`config.mk`:
```
export PLATFORM = sky130hd
export DESIGN_NAME = qdac_bank
export DESIGN_NICKNAME = d
export VERILOG_FILES = /design/src/rtl/qdac_pkg.sv /design/src/rtl/qdac_in_stage.sv /design/src/rtl/qdac_out_stage.sv /design/src/rtl/qdac_hold_mon.sv /design/src/rtl/qdac_bank.sv
export SDC_FILE = /design/constraint.sdc
export NUM_CORES = 1
export LEC_CHECK = 0
export BUFFER_PORTS_ARGS = -buffer_cell sky130_fd_sc_hd__buf_2
export CORE_ASPECT_RATIO = 0.6
export CORE_MARGIN = 4
export CORE_UTILIZATION = 39
export CTS_CLUSTER_SIZE = 14
export DETAILED_ROUTE_END_ITERATION = 7
export SLEW_MARGIN = 20
export SYNTH_ARGS = -nofsm -noshare
export SYNTH_HDL_FRONTEND = slang
export SYNTH_SLANG_ARGS = --single-unit
```
`constraint.sdc`:
```
create_clock -name clk -period 1 [get_ports clk]
set_input_delay 0.2 -clock clk [delete_from_list [all_inputs] [get_ports clk]]
set_output_delay 0.2 -clock clk [all_outputs]
set_load 0.1 [all_outputs]
```
`src/rtl/qdac_pkg.sv`:
```
package qdac_pkg;
    localparam int unsigned QD_NCH   = 4;
    localparam int unsigned QD_W     = 8;
    localparam int unsigned QD_CNT_W = 16;

    typedef struct packed {
        logic                wr_prev;
        logic                ld_prev;
        logic                armed;
        logic [QD_CNT_W-1:0] gap;
    } hold_state_t;
endpackage

```
`src/rtl/qdac_in_stage.sv`:
```
module qdac_in_stage #(
    parameter int unsigned NCH = qdac_pkg::QD_NCH,
    parameter int unsigned W   = qdac_pkg::QD_W,
    localparam int unsigned AW = (NCH > 1) ? $clog2(NCH) : 1
) (
    input  logic                  clk,
    input  logic                  rst_n,
    input  logic                  wr_n,
    input  logic [AW-1:0]         addr,
    input  logic [W-1:0]          data,
    output logic [NCH-1:0][W-1:0] in_q,
    output logic [NCH-1:0][W-1:0] in_d
);
    logic [NCH-1:0] sel;

    for (genvar i = 0; i < NCH; i++) begin : g_sel
        assign sel[i] = !wr_n && (addr == AW'(i));
    end

    always_comb begin
        in_d = in_q;
        for (int i = 0; i < NCH; i++) begin
            if (sel[i]) in_d[i] = data;
        end
    end

    always_ff @(posedge clk) begin
        if (!rst_n) in_q <= '0;
        else        in_q <= in_d;
    end

    assert_in_hold_R4: assert property (@(posedge clk) disable iff (!rst_n)
        wr_n |=> $stable(in_q));

    for (genvar i = 0; i < NCH; i++) begin : g_chk
        assert_in_take_R3: assert property (@(posedge clk) disable iff (!rst_n)
            (!wr_n && addr == AW'(i)) |=> (in_q[i] == $past(data)));
        assert_in_other_R5: assert property (@(posedge clk) disable iff (!rst_n)
            (addr != AW'(i)) |=> $stable(in_q[i]));
    end
endmodule

```
`src/rtl/qdac_out_stage.sv`:
```
module qdac_out_stage #(
    parameter int unsigned NCH = qdac_pkg::QD_NCH,
    parameter int unsigned W   = qdac_pkg::QD_W
) (
    input  logic                  clk,
    input  logic                  rst_n,
    input  logic                  ld_n,
    input  logic [NCH-1:0][W-1:0] src,
    output logic [NCH-1:0][W-1:0] dac_q
);
    logic [NCH-1:0][W-1:0] dac_d;

    always_comb begin
        dac_d = dac_q;
        if (!ld_n) dac_d = src;
    end

    always_ff @(posedge clk) begin
        if (!rst_n) dac_q <= '0;
        else        dac_q <= dac_d;
    end

    assert_out_hold_R6: assert property (@(posedge clk) disable iff (!rst_n)
        ld_n |=> $stable(dac_q));
    assert_out_follow_R7: assert property (@(posedge clk) disable iff (!rst_n)
        !ld_n |=> (dac_q == $past(src)));
endmodule

```
`src/rtl/qdac_hold_mon.sv`:
```
module qdac_hold_mon #(
    parameter int unsigned HOLD_CYC = 2
) (
    input  logic clk,
    input  logic rst_n,
    input  logic wr_n,
    input  logic ld_n,
    output logic hold_ok
);
    import qdac_pkg::*;

    hold_state_t st_q, st_d;
    logic wr_rise, ld_rise;

    assign wr_rise = wr_n && !st_q.wr_prev;
    assign ld_rise = ld_n && !st_q.ld_prev;
    assign hold_ok = !(wr_rise && !st_q.ld_prev)
                  && (!st_q.armed || (st_q.gap >= QD_CNT_W'(HOLD_CYC)));

    always_comb begin
        st_d         = st_q;
        st_d.wr_prev = wr_n;
        st_d.ld_prev = ld_n;
        if (wr_rise && !ld_n) begin
            st_d.armed = 1'b1;
            st_d.gap   = QD_CNT_W'(1);
        end else if (ld_n) begin
            st_d.armed = 1'b0;
            st_d.gap   = '0;
        end else if (st_q.armed && st_q.gap < QD_CNT_W'(HOLD_CYC)) begin
            st_d.gap = st_q.gap + 1'b1;
        end
    end

    always_ff @(posedge clk) begin
        if (!rst_n) begin
            st_q         <= '0;
            st_q.wr_prev <= 1'b1;
            st_q.ld_prev <= 1'b1;
        end else begin
            st_q <= st_d;
        end
    end

    assert_load_hold_R9: assert property (@(posedge clk) disable iff (!rst_n)
        ld_rise |-> hold_ok);
endmodule

```
`src/rtl/qdac_bank.sv`:
```
module qdac_bank #(
    parameter int unsigned NCH      = qdac_pkg::QD_NCH,
    parameter int unsigned W        = qdac_pkg::QD_W,
    parameter int unsigned HOLD_CYC = 2,
    localparam int unsigned AW      = (NCH > 1) ? $clog2(NCH) : 1
) (
    input  logic             clk,
    input  logic             rst_n,
    input  logic             wr_n,
    input  logic             ld_n,
    input  logic [AW-1:0]    addr,
    input  logic [W-1:0]     data,
    output logic [NCH*W-1:0] dac_codes
);
    logic [NCH-1:0][W-1:0] in_q, in_d, dac_q;
    logic                  hold_ok;

    qdac_in_stage #(.NCH(NCH), .W(W)) in_i (
        .clk(clk), .rst_n(rst_n), .wr_n(wr_n), .addr(addr),
        .data(data), .in_q(in_q), .in_d(in_d)
    );

    qdac_out_stage #(.NCH(NCH), .W(W)) out_i (
        .clk(clk), .rst_n(rst_n), .ld_n(ld_n), .src(in_d), .dac_q(dac_q)
    );

    qdac_hold_mon #(.HOLD_CYC(HOLD_CYC)) mon_i (
        .clk(clk), .rst_n(rst_n), .wr_n(wr_n), .ld_n(ld_n), .hold_ok(hold_ok)
    );

    assign dac_codes = dac_q;

    for (genvar i = 0; i < NCH; i++) begin : g_chk
        assert_pass_through_R8: assert property (@(posedge clk) disable iff (!rst_n)
            (!wr_n && !ld_n && addr == AW'(i)) |=> (dac_codes[i*W +: W] == $past(data)));
        assert_out_input_R2: assert property (@(posedge clk) disable iff (!rst_n)
            !ld_n |=> (dac_q[i] == in_q[i]));
    end
endmodule

```
==> results.ini, run 1 <==
[run_status]
outcome=finished with violations
failed_checks=setup timing

[cells_and_area]
nFillCells=499
final_cell_mix=nand2_1, buf_12, a31oi_1, dfxtp_1, o21ai_0
diodes=0
final_common_cell=nand2_1
nNetsFinal=322
area_delta_synth_final_pct=51.2
drive_above_1_share_pct=44.7

[setup_path]
worstPathArrival_ns=0.90
crit_slowest_cell=dfxtp_4
critPathMaxFanout=2
max_stage_delay_ns=0.38
cp-start-kind=register
reg2reg_slack_ns=0.29
path_class=reg2out
worstReg2RegStart=out_i.dac_q[12]
worstRegToRegCells=2
path_cells=buf_12
critPathRequiredTime_ns=0.80
crit_path_end_kind=primary output
worst-path-buf-inv=1
crit_family=flip-flops
r2r-end=out_i.dac_q[12]

[sta]
fin_skew_ns=0.00621
period_needed_ns=1.10
hold_violations=0
relSlewSlack_pct=87.0
fin_setup_tns_ns=-2.53
setup_viol_count_final=32
period_share_pct=110
rsz0062_at_grt=yes
setup_ws_ns=-0.0979
max_freq_mhz=911
slew_viol_final=0
worst_pin_slew_ns=0.194

[synth]
syn_nets=267
synth_cell_types=18
yosysWarnings=0
ys_seq_area_share_pct=54.9
synth.top_cell.area_share_pct=54.9
syn_avg_cell_area_sq_um=9.23
synthTopCellsByArea=dfxtp_1, nand2_1, a31oi_1
synth.cell_area_sq_um=2330
synth_seq_cells=64
synthCells=253
yosysTopAreaCell=dfxtp_1

[clock_tree]
clk_path_buf_depth=2
cts_root_buffer=clkbuf_8
cts_tree=yes
ctsHtreeMaxLevel=3
holdBufCountCts=0
insertion_delay_ns=0.35
clk_pin_slew_ns=0.07
cts.sinks=64
cts_buffers=9

[placement]
post-dp-hpwl_um=3840
place_congestion=0.750
numPortBuffers=45

[global_route]
gr-usage-all-layers_pct=16.8
grt_pass1_wl_um=9220
grt-ovfl-total=0
grt_max_degree=55
antenna_found_initial=0
grt_pass1_vias=1886

[route]
vias=1959
post_drt_via_cell_ratio=4.98
drc=0
antenna_left=0
wirelength_um=5630
drt-initial-drc-count=78
drt_pass1_iterations=4
avgRoutedWirePerCell_um=14.3

[min_path]
min_path_type=in2reg
hold_path_end=out_i.dac_q[31]
whs_path_depth=3
min_from=data[7]

[floorplan]
die_x_um=108
rows=21
initial_core_util_pct=41.1
die_area_sq_um=7330
core_region_area_sq_um=5680
ios=46
dieHeight_um=67.9

[pwr]
vdd_ir_drop_max_mv=1.16
power_mw=6.57
p_leak_nw=1.32
p_per_area_nw_per_um2=1860

[flow_run]
drv_cap=0

==> synth_stat cells <==
cell type / n
and3b_1: 1
inv_2: 1
buf_4: 2
or3b_1: 2
o21ai_0: 29
nor3_4: 1
a31oi_1: 32
o21ai_1: 3
clkbuf_1: 12
nand2_1: 64
a21boi_0: 12
dfxtp_1: 64
nor3b_4: 2
a21boi_1: 20
buf_2: 2
nand3b_1: 1
or3_1: 1
buf_6: 4
==> routing by layer <==
| metal | share of wire (%) | GRT usage [%] | wire length [um] |
|---|---|---|---|
| met1 | 51 | 21.8 | 2850 |
| met2 | 44 | 26.2 | 2470 |
| met3 | 4.9 | 6.79 | 278 |
| met4 | 0.59 | 4.25 | 33 |
| met5 | 0 | 0 | 0 |
==> through the flow <==
| step | setup WS (ns) | util, % | instance area (sq um) | std cells | hold WS, ns |
|---|---|---|---|---|---|
| floorplan | -0.0975 | - | 2450 | 253 | 0.362 |
| global placement | -0.215 | 58.0 | 3290 | 377 | 0.451 |
| detailed placement | -0.220 | 58.0 | 3290 | 377 | 0.455 |
| CTS | -0.115 | 62.1 | 3520 | 393 | 0.155 |
| global route | -0.137 | 62.2 | 3530 | 393 | 0.172 |
| finish | -0.0979 | 62.2 | 3530 | 393 | 0.170 |
==> worst max-delay path by stage <==
stage                          from         endpoint  slack, ns  cells after the start
global route        out_i.dac_q[31]    dac_codes[31]      -0.14                      1
CTS                 out_i.dac_q[20]    dac_codes[20]      -0.12                      1
global placement            addr[1]  out_i.dac_q[12]      -0.22                      5
floorplan                   addr[1]  out_i.dac_q[10]       -0.1                      5
detailed placement          addr[1]  out_i.dac_q[12]      -0.22                      5
finish              out_i.dac_q[31]    dac_codes[31]       -0.1                      1
==> where the power goes <==
part / switching [mW] / leakage (nW) / total [mW] / internal (mW)
clock: 1.08 / 0.110 / 2.50 / 1.43
combinational: 0.823 / 0.677 / 1.29 / 0.465
sequential: 0.0966 / 0.537 / 2.77 / 2.68
total: 2.00 / 1.32 / 6.57 / 4.57
==> area by class of cell <==
class | instances | area, sq um | share of cell area (%)
flip-flops and latches | 64 | 1330 | 37.7
inverters | 1 | 3.75 | 0.106
clock buffers | 9 | 124 | 3.51
multi-input cells | 168 | 995 | 28.2
well taps | 80 | 100 | 2.84
clock inverters | 7 | 103 | 2.91
repair buffers | 64 | 873 | 24.7
==> sequential cells by signal, indices dropped and copies added (netlist names) <==
signal,cells
out_i.dac_q,32
in_i.in_q,32
==> worst reg2reg max path: cells and delay by family, from the launching register on <==
kind,cells,cell delay (ns)
AOI/OAI and AO/OA,2,0.24
DFF,1,0.34
==> cell families (layout without fill, tap and decap cells) <==
kind of cell | after synthesis | after routing | share of synthesized area (%)
AOI/OAI and AO/OA | 96 | 96 | 25.7
and+or+nand+nor | 72 | 72 | 14.3
DFF | 64 | 64 | 54.9
buffers and inverters | 21 | 81 | 5.09
==> what timing repair did <==
item,4_1_cts,5_1_grt
resized for setup,2,2
setup endpoints to repair,32,32
setup buffers,0,0
No activity file was read; power rests on OpenSTA's default activity.
==> run 2, diff against run 1 <==
--- a/config.mk
+++ b/config.mk
@@ -11,6 +11,8 @@
 export CORE_UTILIZATION = 39
 export CTS_CLUSTER_SIZE = 14
 export DETAILED_ROUTE_END_ITERATION = 7
+export PLACE_DENSITY = 0.72
+export SETUP_SLACK_MARGIN = 0.1
 export SLEW_MARGIN = 20
 export SYNTH_ARGS = -nofsm -noshare
 export SYNTH_HDL_FRONTEND = slang
==> run 2 against run 1 <==
  * The flow still finishes with violations (setup timing)
  * Combinational power about the same
  * Clock skew down 0.0027 ns
  * Worst hold slack worse by 0.0028 ns
  * Largest power group unchanged
  * Via count is 3.4% higher
  * Register-to-register slack is essentially flat
  * Flip-flop and latch count is the same
  * Global-route usage increased by 0.13 points
  * Setup slack better by 0.013 ns
  * Non-clock buffer count is 2 higher
==> results.ini, run 2 (synthesis results as in run 1) <==
[run_status]
outcome=finished with violations
failed_checks=setup timing

[setup_path]
critPathMaxFanout=2  ; unchanged
max_stage_delay_ns=0.37  ; about the same
crit_slowest_cell=dfxtp_4
crit_family=flip-flops
path_class=reg2out
worstPathArrival_ns=0.88  ; -0.02 ns
worst-path-buf-inv=1  ; unchanged
cp-start-kind=register
path_cells=buf_12
crit_path_end_kind=primary output
critPathRequiredTime_ns=0.80  ; about the same

[global_route]
grt_pass1_wl_um=9270  ; +0.52%
antenna_found_initial=0  ; unchanged
gr-usage-all-layers_pct=16.9  ; +0.13 points
grt-ovfl-total=0  ; unchanged
grt_max_degree=35  ; -36%
grt_pass1_vias=1847  ; -2.1%

[pwr]
p_per_area_nw_per_um2=1710  ; -8.0%
vdd_ir_drop_max_mv=1.00  ; -14%
internal_power_mw=4.26  ; -6.9%
p_clk_share_pct=33.3  ; -4.8 points
p_leak_nw=1.34  ; +1.1%
power_mw=6.13  ; -6.7%
switching_share_pct=30.6  ; +0.14 points
power.switching_mw=1.87  ; -6.3%
seqPwrFrac_pct=45.1  ; +2.9 points
power_frac_comb_pct=21.6  ; +2.0 points

[cells_and_area]
area_delta_synth_final_pct=53.3
diodes=0  ; unchanged
multi_input_area_sq_um=1010  ; +2.0%
fin_cells=395  ; +0.51%
nNetsFinal=324  ; +0.62%
drive_above_1_share_pct=47.0  ; +2.3 points
nFillCells=458  ; -8.2%
register_area_sq_um=1350  ; +1.5%
final_common_cell=buf_12
final_util_pct=63.1  ; +0.88 points
top_regs=in_i.in_q: 32 flops, out_i.dac_q: 32 flops

[route]
avgRoutedWirePerCell_um=14.5  ; +1.4%
wirelength_um=5740  ; +1.9%
post_drt_via_cell_ratio=5.13  ; +2.9%
drt-initial-drc-count=78  ; unchanged
drc=0  ; unchanged
drt_pass1_iterations=4  ; unchanged
vias=2026  ; +3.4%
antenna_left=0  ; unchanged

[sta]
relSlewSlack_pct=87.2  ; +0.15 points
slew_viol_final=0  ; unchanged
setup_ws_ns=-0.0847  ; +0.0132 ns
fin_hold_ws_ns=0.167  ; -0.00283 ns
hold_violations=0  ; unchanged
setup_viol_count_final=32  ; unchanged
fin_skew_ns=0.00353  ; -0.00268 ns
max_freq_mhz=922  ; +1.2%
worst_pin_slew_ns=0.192  ; -0.00247 ns
period_needed_ns=1.08  ; -0.0132 ns
period_share_pct=108  ; -1.3 points
rsz0062_at_grt=yes

[clock_tree]
cts_setup_buffers=0  ; unchanged
clk_path_buf_depth=2  ; unchanged
cts_buffers=9  ; unchanged
cts_tree=yes
clk_pin_slew_ns=0.07  ; about the same
ctsHtreeMaxLevel=3  ; unchanged
cts_root_buffer=clkbuf_8
insertion_delay_ns=0.34  ; about the same
cts.sinks=64  ; unchanged

[floorplan]
initial_core_util_pct=41.1  ; unchanged
ios=46  ; unchanged
dieHeight_um=67.9  ; unchanged
rows=21  ; unchanged
die_area_sq_um=7330  ; unchanged
core_region_area_sq_um=5680  ; unchanged
die_x_um=108  ; unchanged

[flow_run]
drv_cap=0  ; unchanged

[placement]
dp_slack_ns=-0.193  ; +0.0268 ns
dp.cells=379  ; +0.53%
numPortBuffers=45  ; unchanged
place_congestion=0.741  ; -1.3%
post-dp-hpwl_um=4050  ; +5.6%

[min_path]
min_path_type=in2reg

## run 2: area by class of cell
type / instances / area share [%]
Sequential cell: 64 / 37.7
Multi-Input combinational cell: 168 / 28.3
Timing Repair Buffer: 66 / 25.8
Clock buffer: 14 / 4.82
Tap cell: 80 / 2.80
Clock inverter: 2 / 0.350
Inverter: 1 / 0.105
## run 2: path summary, 6_finish.rpt
| check | from | endpoint | slack (ns) | cells past startpoint |
|---|---|---|---|---|
| worst max-delay path | out_i.dac_q[31] | dac_codes[31] | -0.08 | 1 |
| worst min-delay path | data[7] | in_i.in_q[31] | 0.17 | 3 |
| worst max register to register | out_i.dac_q[6] | out_i.dac_q[6] | 0.29 | 2 |
| worst min register to register | in_i.in_q[22] | in_i.in_q[22] | 0.46 | 2 |
## run 2: timing repair
action	4_1_cts	5_1_grt
hold buffers	0	0
endpoints found under the setup margin	32	35
resized for setup	1	6
pin swaps	0	3
hold endpoints to repair	0	0
## run 2: power by group through the flow
stage               logic, mW  registers [mW]  clock network [mW]
finish                   1.32            2.77                2.04
global route             1.38            2.78                2.23
CTS                      1.32            2.77                2.10
detailed placement       1.32            2.83                   0
global placement         1.30            2.83                   0
floorplan               0.301            3.33                   0
## run 2: metal layers
layer / global-route usage [%] / wire length [um] / vias to the layer above
met5: 0 / 0 / -
met4: 7.24 / 106 / 0
met3: 6.88 / 360 / 13
met2: 26.3 / 2520 / 58
met1: 21.0 / 2750 / 944
li1: - / - / 1011
## run 2: stage by stage
step,setup TNS (ns),instance area (sq um)
global route,-3.32,3580
CTS,-2.90,3560
detailed placement,-8.87,3370
global placement,-7.83,3370
floorplan,-3.61,2500
finish,-2.17,3580
==> run 3, diff against run 2 <==
--- a/config.mk
+++ b/config.mk
@@ -6,12 +6,14 @@
 export NUM_CORES = 1
 export LEC_CHECK = 0
 export BUFFER_PORTS_ARGS = -buffer_cell sky130_fd_sc_hd__buf_2
-export CORE_ASPECT_RATIO = 0.6
+export CELL_PAD_IN_SITES_DETAIL_PLACEMENT = 1
+export CELL_PAD_IN_SITES_GLOBAL_PLACEMENT = 1
+export CORE_ASPECT_RATIO = 1.25
 export CORE_MARGIN = 4
-export CORE_UTILIZATION = 39
+export CORE_UTILIZATION = 36
 export CTS_CLUSTER_SIZE = 14
 export DETAILED_ROUTE_END_ITERATION = 7
-export PLACE_DENSITY = 0.72
+export PLACE_DENSITY_LB_ADDON = 0.1
 export SETUP_SLACK_MARGIN = 0.1
 export SLEW_MARGIN = 20
 export SYNTH_ARGS = -nofsm -noshare
==> run 3 against run 2 <==
  * The run still ends with setup timing left
  * Register-to-register slack got worse by 0.03 ns
  * Worst hold slack improved by 0.0034 ns
  * Non-clock buffer count decreased by 3
  * Cell area unchanged
  * Flip-flop and latch count unchanged
  * Power increased by 1.8%
  * Clock power increased by 5%
  * Core utilization decreased by 5.8 points
  * Largest cell class unchanged
==> results.ini, run 3 (synthesis results as in run 1) <==
[min_path]
min_from=data[0]
min_path_type=in2reg
whs_path_depth=3  ; unchanged
hold_path_end=in_i.in_q[24]

[floorplan]
die_x_um=80.0  ; -26%
initial_core_util_pct=37.4  ; -3.8 points
rows=32  ; +52%
core_region_area_sq_um=6250  ; +10%
die_area_sq_um=7850  ; +7.1%
ios=46  ; unchanged
dieHeight_um=98.0  ; +44%

[route]
antenna_left=0  ; unchanged
drt_pass1_iterations=4  ; unchanged
avgRoutedWirePerCell_um=15.7  ; +7.8%
vias=2009  ; -0.84%
drc=0  ; unchanged
drt-initial-drc-count=103  ; +32%
post_drt_via_cell_ratio=5.06  ; -1.3%
wirelength_um=6220  ; +8.3%

[global_route]
grt_pass1_vias=2036  ; +10%
gr-usage-all-layers_pct=16.8  ; -0.094 points
met3_usage_pct=4.34  ; -2.5 points
grt-ovfl-total=0  ; unchanged
use_met1_pct=21.1  ; +0.16 points
top_usage_layer=met2
grtUsageMet2_pct=27.1  ; +0.79 points
grt_max_degree=37  ; +5.7%
grt_pass1_wl_um=10100  ; +8.7%
antenna_found_initial=0  ; unchanged

[flow_run]
drv_cap=0  ; unchanged

[pwr]
p_per_area_nw_per_um2=1740  ; +1.8%
vdd_ir_drop_max_mv=0.974  ; -2.7%
p_leak_nw=1.34  ; -0.14%

[cells_and_area]
area_delta_synth_final_pct=53.3  ; unchanged
nNetsFinal=321  ; -0.93%
final_common_cell=buf_12
fin_cells=397  ; +0.51%
drive_above_1_share_pct=47.1  ; +0.13 points
top_regs=in_i.in_q: 32 flops, out_i.dac_q: 32 flops
diodes=0  ; unchanged

[setup_path]
worstPathArrival_ns=0.89  ; about the same
critPathRequiredTime_ns=0.80  ; about the same
path_class=reg2out
worstRegToRegCells=2  ; unchanged
critPathMaxFanout=2  ; unchanged
worstReg2RegStart=out_i.dac_q[26]
max_stage_delay_ns=0.37  ; about the same
crit_slowest_cell=dfxtp_2
cp-start-kind=register
crit_path_end_kind=primary output
path_cells=buf_12
crit_family=flip-flops
r2r-end=out_i.dac_q[26]
reg2reg_slack_ns=0.26  ; -0.03 ns
worst-path-buf-inv=1  ; unchanged

[placement]
post-dp-hpwl_um=4220  ; +4.2%
place_congestion=0.708  ; -4.5%
dp.cells=381  ; +0.53%
numPortBuffers=45  ; unchanged

[sta]
hold_violations=0  ; unchanged
period_share_pct=109  ; +0.26 points
max_freq_mhz=920  ; -0.24%
fin_setup_tns_ns=-2.12  ; +0.0513 ns
slew_viol_final=0  ; unchanged
rsz0062_at_grt=yes
fin_skew_ns=0.00770  ; +0.00418 ns
setup_ws_ns=-0.0873  ; -0.00264 ns
setup_viol_count_final=32  ; unchanged
relSlewSlack_pct=84.8  ; -2.4 points
period_needed_ns=1.09  ; +0.00264 ns
worst_pin_slew_ns=0.228  ; +0.0362 ns

[clock_tree]
ctsHtreeMaxLevel=3  ; unchanged
cts.sinks=64  ; unchanged
cts_root_buffer=clkbuf_8
clk_pin_slew_ns=0.07  ; about the same
cts_buffers=9  ; unchanged
clk_path_buf_depth=2  ; unchanged
cts_tree=yes
insertion_delay_ns=0.34  ; about the same
cts_setup_buffers=0  ; unchanged

[run_status]
failed_checks=setup timing
outcome=finished with violations

run 3: cell type report:
type / count / area [sq um]
Timing Repair Buffer: 63 / 911
Fill cell: 692 / 2670
Clock buffer: 14 / 184
Multi-Input combinational cell: 168 / 1020
Tap cell: 85 / 106
Clock inverter: 2 / 10.0
Sequential cell: 64 / 1350
Inverter: 1 / 3.75
run 3: power by group:
group	total [mW]	internal (mW)	switching, mW
Sequential	2.77	2.67	0.0959
Combinational	1.32	0.485	0.838
Clock	2.15	1.18	0.968
Total	6.24	4.34	1.90
run 3: what timing repair did:
| action | CTS | global route |
|---|---|---|
| gates resized for setup | 0 | 6 |
| setup endpoints to repair | 32 | 41 |
| cloned | 0 | 0 |
| hold buffers | 0 | 0 |
| endpoints found under the hold margin | 0 | 0 |
run 3: tightest hold or removal path, cell delays in order:
cell      delay [ns]
buf_2           0.14
nand2_2         0.07
a21boi_1        0.05
run 3: worst max-delay path by stage:
stage / startpoint / to / slack (ns) / depth (start not counted)
finish: out_i.dac_q[14] / dac_codes[14] / -0.09 / 1
global route: out_i.dac_q[14] / dac_codes[14] / -0.12 / 1
CTS: out_i.dac_q[14] / dac_codes[14] / -0.11 / 1
detailed placement: wr_n / out_i.dac_q[15] / -0.23 / 5
global placement: wr_n / out_i.dac_q[14] / -0.19 / 5
floorplan: addr[1] / out_i.dac_q[10] / -0.1 / 5
run 3: routing by layer:
metal  vias to the layer above  share of wire, %
li1                        993                 -
met1                       973                45
met2                        36                49
met3                         7               4.0
met4                         0               1.3
met5                         -                 0
run 3: per-stage QoR:
stage               area [sq um]  power, mW  setup slack (ns)  hold WS [ns]  utilization [%]
finish                      3580       6.24           -0.0873         0.171             57.3
global route                3580       6.50            -0.119         0.177             57.3
CTS                         3560       6.31            -0.105         0.163             57.1
detailed placement          3370       4.15            -0.234         0.457             53.9
global placement            3370       4.14            -0.195         0.451             53.9
floorplan                   2500       3.63           -0.0975         0.339                -
